===== src/rtl/pscale_pkg.sv =====
package pscale_pkg;

    typedef enum logic [1:0] {
        SEL_RELOAD = 2'd0,
        SEL_DOWN   = 2'd1,
        SEL_EVENTS = 2'd2,
        SEL_NONE   = 2'd3
    } sel_e;

endpackage


===== src/rtl/pscale_down.sv =====
module pscale_down #(
    parameter int W = 32
) (
    input  logic [W-1:0] cur_i,
    input  logic [W-1:0] reload_i,
    input  logic         tick_i,
    input  logic         ld_i,
    input  logic [W-1:0] ld_val_i,
    output logic [W-1:0] nxt_o,
    output logic         roll_o
);

    logic at_zero;

    assign at_zero = (cur_i == '0);
    assign roll_o  = tick_i && at_zero;

    always_comb begin
        nxt_o = cur_i;
        if (ld_i) begin
            nxt_o = ld_val_i;
        end else if (tick_i) begin
            nxt_o = at_zero ? reload_i : cur_i - W'(1);
        end
    end

endmodule


===== src/rtl/pscale_events.sv =====
module pscale_events #(
    parameter int W = 32
) (
    input  logic [W-1:0] cur_i,
    input  logic         inc_i,
    input  logic         ld_i,
    input  logic [W-1:0] ld_val_i,
    output logic [W-1:0] nxt_o
);

    always_comb begin
        nxt_o = cur_i;
        if (ld_i) begin
            nxt_o = ld_val_i;
        end else if (inc_i) begin
            nxt_o = cur_i + W'(1);
        end
    end

endmodule


===== src/rtl/pscale_rdmux.sv =====
module pscale_rdmux #(
    parameter int W = 32
) (
    input  pscale_pkg::sel_e sel_i,
    input  logic [W-1:0]     reload_i,
    input  logic [W-1:0]     down_i,
    input  logic [W-1:0]     evt_i,
    output logic [W-1:0]     rdata_o
);

    always_comb begin
        unique case (sel_i)
            pscale_pkg::SEL_RELOAD: rdata_o = reload_i;
            pscale_pkg::SEL_DOWN:   rdata_o = down_i;
            pscale_pkg::SEL_EVENTS: rdata_o = evt_i;
            default:                rdata_o = '0;
        endcase
    end

endmodule


===== src/rtl/reload_event_counter.sv =====
module reload_event_counter #(
    parameter int W = 32
) (
    input  logic         clk_i,
    input  logic         rst_ni,
    input  logic         tick_i,
    input  logic         wr_i,
    input  logic [1:0]   addr_i,
    input  logic [W-1:0] wdata_i,
    output logic [W-1:0] rdata_o
);

    import pscale_pkg::*;

    typedef struct packed {
        logic [W-1:0] reload;
        logic [W-1:0] down;
        logic [W-1:0] evt;
    } state_t;

    state_t state_d, state_q;

    sel_e         sel;
    logic         wr_reload, wr_down, wr_evt;
    logic [W-1:0] down_nxt, evt_nxt;
    logic         roll;

    // Exposed for the bound checker
    logic [W-1:0] reload_w, down_w, evt_w;

    assign sel       = sel_e'(addr_i);
    assign wr_reload = wr_i && (sel == SEL_RELOAD);
    assign wr_down   = wr_i && (sel == SEL_DOWN);
    assign wr_evt    = wr_i && (sel == SEL_EVENTS);

    pscale_down #(.W(W)) u_down (
        .cur_i    (state_q.down),
        .reload_i (state_q.reload),
        .tick_i   (tick_i),
        .ld_i     (wr_down),
        .ld_val_i (wdata_i),
        .nxt_o    (down_nxt),
        .roll_o   (roll)
    );

    pscale_events #(.W(W)) u_events (
        .cur_i    (state_q.evt),
        .inc_i    (roll),
        .ld_i     (wr_evt),
        .ld_val_i (wdata_i),
        .nxt_o    (evt_nxt)
    );

    always_comb begin
        state_d        = state_q;
        state_d.reload = wr_reload ? wdata_i : state_q.reload;
        state_d.down   = down_nxt;
        state_d.evt    = evt_nxt;
    end

    always_ff @(posedge clk_i or negedge rst_ni) begin
        if (!rst_ni) begin
            state_q <= '0;
        end else begin
            state_q <= state_d;
        end
    end

    pscale_rdmux #(.W(W)) u_rdmux (
        .sel_i    (sel),
        .reload_i (state_q.reload),
        .down_i   (state_q.down),
        .evt_i    (state_q.evt),
        .rdata_o  (rdata_o)
    );

    assign reload_w = state_q.reload;
    assign down_w   = state_q.down;
    assign evt_w    = state_q.evt;

endmodule


===== config.mk =====
export PLATFORM = sky130hd
export DESIGN_NAME = reload_event_counter
export DESIGN_NICKNAME = d
export VERILOG_FILES = /design/src/rtl/pscale_pkg.sv /design/src/rtl/pscale_down.sv /design/src/rtl/pscale_events.sv /design/src/rtl/pscale_rdmux.sv /design/src/rtl/reload_event_counter.sv
export SDC_FILE = /design/constraint.sdc
export NUM_CORES = 1
export LEC_CHECK = 0
export CORE_MARGIN = 4
export CORE_UTILIZATION = 40
export DETAILED_ROUTE_END_ITERATION = 7
export SLEW_MARGIN = 20
export SYNTH_ARGS = -nofsm -noshare
export SYNTH_HDL_FRONTEND = slang
export SYNTH_SLANG_ARGS = --single-unit

===== constraint.sdc =====
create_clock -name clk_i -period 6.5 [get_ports clk_i]
set_clock_uncertainty 0.1 [all_clocks]
set_input_delay 0.65 -clock clk_i [delete_from_list [all_inputs] [get_ports clk_i]]
set_output_delay 0.65 -clock clk_i [all_outputs]
set_load 0.005 [all_outputs]

==> impl_metrics.toml <==
[run_status]
status = "finished, final reports clean"

[synthesis]
synth_edf_count = 0
ys.flop_type = "dfrtp_1"
synth-async-reset-ratio_pct = 100
avgSynthCellArea_sq_um = 8.66
synth-seq-cells = 96
ys_types = 52
synth-seq-area-share_pct = 39.5
synth_nets = 743
synth-warning-count = 0
synthCells = 702
netlist_area_sq_um = 6080

[pwr]
power_density_nw_per_um2 = 260
ir_worst_vdd_mv = 0.146
p_leak_nw = 2.76

[worst_setup_path]
path_cells = "clkdlybuf4s50_1 -> buf_4 -> nor2b_2 -> buf_4 -> nand2_1 -> o21ai_0 -> clkdlybuf4s50_1"
worstPathArrival_ns = 3.19
r2r.worst_path.cells = 6
crit_buf_inv = 4
max_stage_delay_ns = 0.56
crit_family = "buffers and inverters"
worst-setup-path-type = "input port to output port"
startpoint_type = "input port"
endpoint_kind = "output port"
crit_required_ns = 5.75
cp_max_fo = 35
critPathSlowestCell = "clkdlybuf4s50_1"
path_depth = 7

[global_route]
antenna_found_initial = 0
grt_pass1_vias = 5737
grt_max_degree = 62
grt_overflow = 0
grt_pass1_wl_microns = 31000
gr-usage-all-layers_pct = 22.2

[final_layout]
stdcell_area_sq_um = 7180
drive_gt1_share_pct = 9.67
multi_input_area_sq_um = 3460
areaGrowthSynthToFinish_pct = 18.2
seq_area_sq_um = 2400
fin_nets = 793
nFillCells = 1406
antennaDiodeCount = 0
stdcell_count = 939

[placed_design]
placed_cell_area_sq_um = 6930
place_hpwl_microns = 12900
portBuffers = 69
routabilityCongestion = 0.909
placed_cells = 925

[route]
wl_microns = 19200
drtPass1Iterations = 5
vias = 5547
wl_per_cell_microns = 20.5
drt-initial-drc-count = 360
ant_nets = 0
viasPerCell = 5.91
drc = 0

[floorplanning]
fp.dieW_microns = 131
die_height_microns = 131
row_count = 44
dieArea_sq_um = 17200
core_area_sq_um = 14700
num_io_pins = 70
start_util_pct = 41.4

[sta]
setup_tns_ns = 0
period_share_pct = 60.6
fin_crit_ns = 3.94
setup_violations = 0
slew_violations = 0
maxSlewHeadroom_pct = 34.3
tightest_slew_ns = 0.982
rsz0062_at_grt = "no"
fmax_mhz = 254
finalHoldViolations = 0

[cts]
post_cts_buffers = 0
cts_buffer_depth = 2
cts_root_buf = "clkbuf_16"
cts_resized = 0
holdBufCountCts = 0
clkSinkCount = 96
cts_buffers = 9
clk_latency_ns = 0.35
cts_htree_levels = 3
cts_tree = "done"
cts.clk_slew.worst_paths_ns = 0.06

[hold_path]
hp-class = "input port to async pin"

[run]
maxCapViolations = 0
==> cell families (layout without fill, tap and decap cells) <==
logic type | Yosys count | count (layout) | share of synthesized area [%]
AO/OA/AOI/OAI | 158 | 158 | 14.5
adder cells (fa/ha/maj) | 3 | 3 | 0.618
buffers and inverters | 58 | 111 | 3.73
AND/OR/NAND/NOR | 266 | 266 | 22.0
XOR/XNOR | 50 | 50 | 7.20
multiplexers | 71 | 71 | 12.4
flip-flops | 96 | 96 | 39.5
==> cells in the final DEF, fill, tap and decap left out, types with 5 or more instances in the layout <==
cell             Yosys  routed
mux2i_1             37      37
xnor2_1             45      45
buf_4                0      14
mux2_2              34      34
o21ai_0             61      61
or3_1                7       7
and3_1               6       6
a21oi_1             54      54
inv_1               14      14
or4_1                7       7
xor2_1               5       5
nor2_1              73      73
o22ai_1             15      15
nor4_1               9       9
nand4_1             13      13
dfrtp_1             96      96
clkdlybuf4s50_1      0      67
clkbuf_16            0       9
nor3_1              25      25
nand2_1             73      73
nand3_1             22      22
==> report_power, final <==
| part | internal [W] | switching, W | total [W] | leakage, nW |
|---|---|---|---|---|
| Combinational | 0.000267 | 0.000244 | 0.000511 | 1.52 |
| Sequential | 0.000711 | 0.000156 | 0.000867 | 1.12 |
| Clock | 0.000266 | 0.000221 | 0.000487 | 0.126 |
==> synth_stat cells (all sizes together), types with 2 or more instances <==
master	instances	area share, %
a21boi	4	0.49
a21oi	54	4.4
a221oi	2	0.29
a31oi	4	0.41
and2	4	0.41
and3	6	0.62
buf	2	0.27
clkbuf	41	2.5
dfrtp	96	40
ha	3	0.62
inv	14	0.86
mux2	34	6.3
mux2i	37	6.1
nand2	73	4.5
nand3	22	1.8
nand3b	2	0.25
nand4	13	1.3
nor2	73	4.5
nor2b	4	0.41
nor3	29	2.7
nor3b	3	0.37
nor4	13	2.0
nor4b	3	0.54
o211ai	4	0.49
o21a	2	0.25
o21ai	62	5.1
o21bai	4	0.49
o22a	2	0.29
o22ai	15	1.5
or2	4	0.41
or3	7	0.72
or4	8	1.0
xnor2	45	6.5
xor2	5	0.72
==> routing by layer <==
metal / vias to the layer above / share of wire (%) / global-route usage [%]
met5: - / 0 / 0
met4: 0 / 2.1 / 8.75
met3: 39 / 5.5 / 3.59
met2: 189 / 47 / 36.1
met1: 2725 / 45 / 29.8
li1: 2594 / - / -
==> worst register-to-register path: stages (launching register included) <==
cell,delay [ns]
dfrtp_1,0.46
nor4_1,0.71
nand4_1,0.32
or2_1,0.49
nor3_1,0.72
a221oi_1,0.17
o21ai_0,0.12
==> flip-flops by register name (all words and copies together) (netlist names) <==
register	cells
down_w	32
evt_w	32
reload_w	32
==> metrics by stage <==
stage | hold slack (ns) | utilization [%] | total power, W | setup WS (ns)
after floorplan | 0.254 | - | 0.00116 | 3.84
after global placement | 0.410 | 47.1 | 0.00137 | 2.42
after detailed placement | 0.422 | 47.1 | 0.00138 | 2.41
after CTS | 0.232 | 48.9 | 0.00187 | 2.58
after global routing | 0.260 | 48.9 | 0.00197 | 2.40
final | 0.215 | 48.9 | 0.00187 | 2.56
==> worst paths after layout <==
check	endpoint	slack [ns]	startpoint
max in group asynchronous	down_w[24]	4.91	rst_ni
min reg2reg	reload_w[2]	0.44	reload_w[2]
max	rdata_o[31]	2.56	addr_i[0]
min in group clk_i	reload_w[2]	0.44	reload_w[2]
min	reload_w[4]	0.21	rst_ni
max reg2reg	down_w[18]	3.32	down_w[21]
==> layout make-up <==
cell class,instances,share of cell area (%)
timing repair buffer,82,10.9
clock inverter,1,0.0697
sequential,96,33.4
multi-input combinational,548,48.1
inverter,15,0.784
tap,184,3.21
clock buffer,13,3.48
No activity file was read; power rests on OpenSTA's default activity.
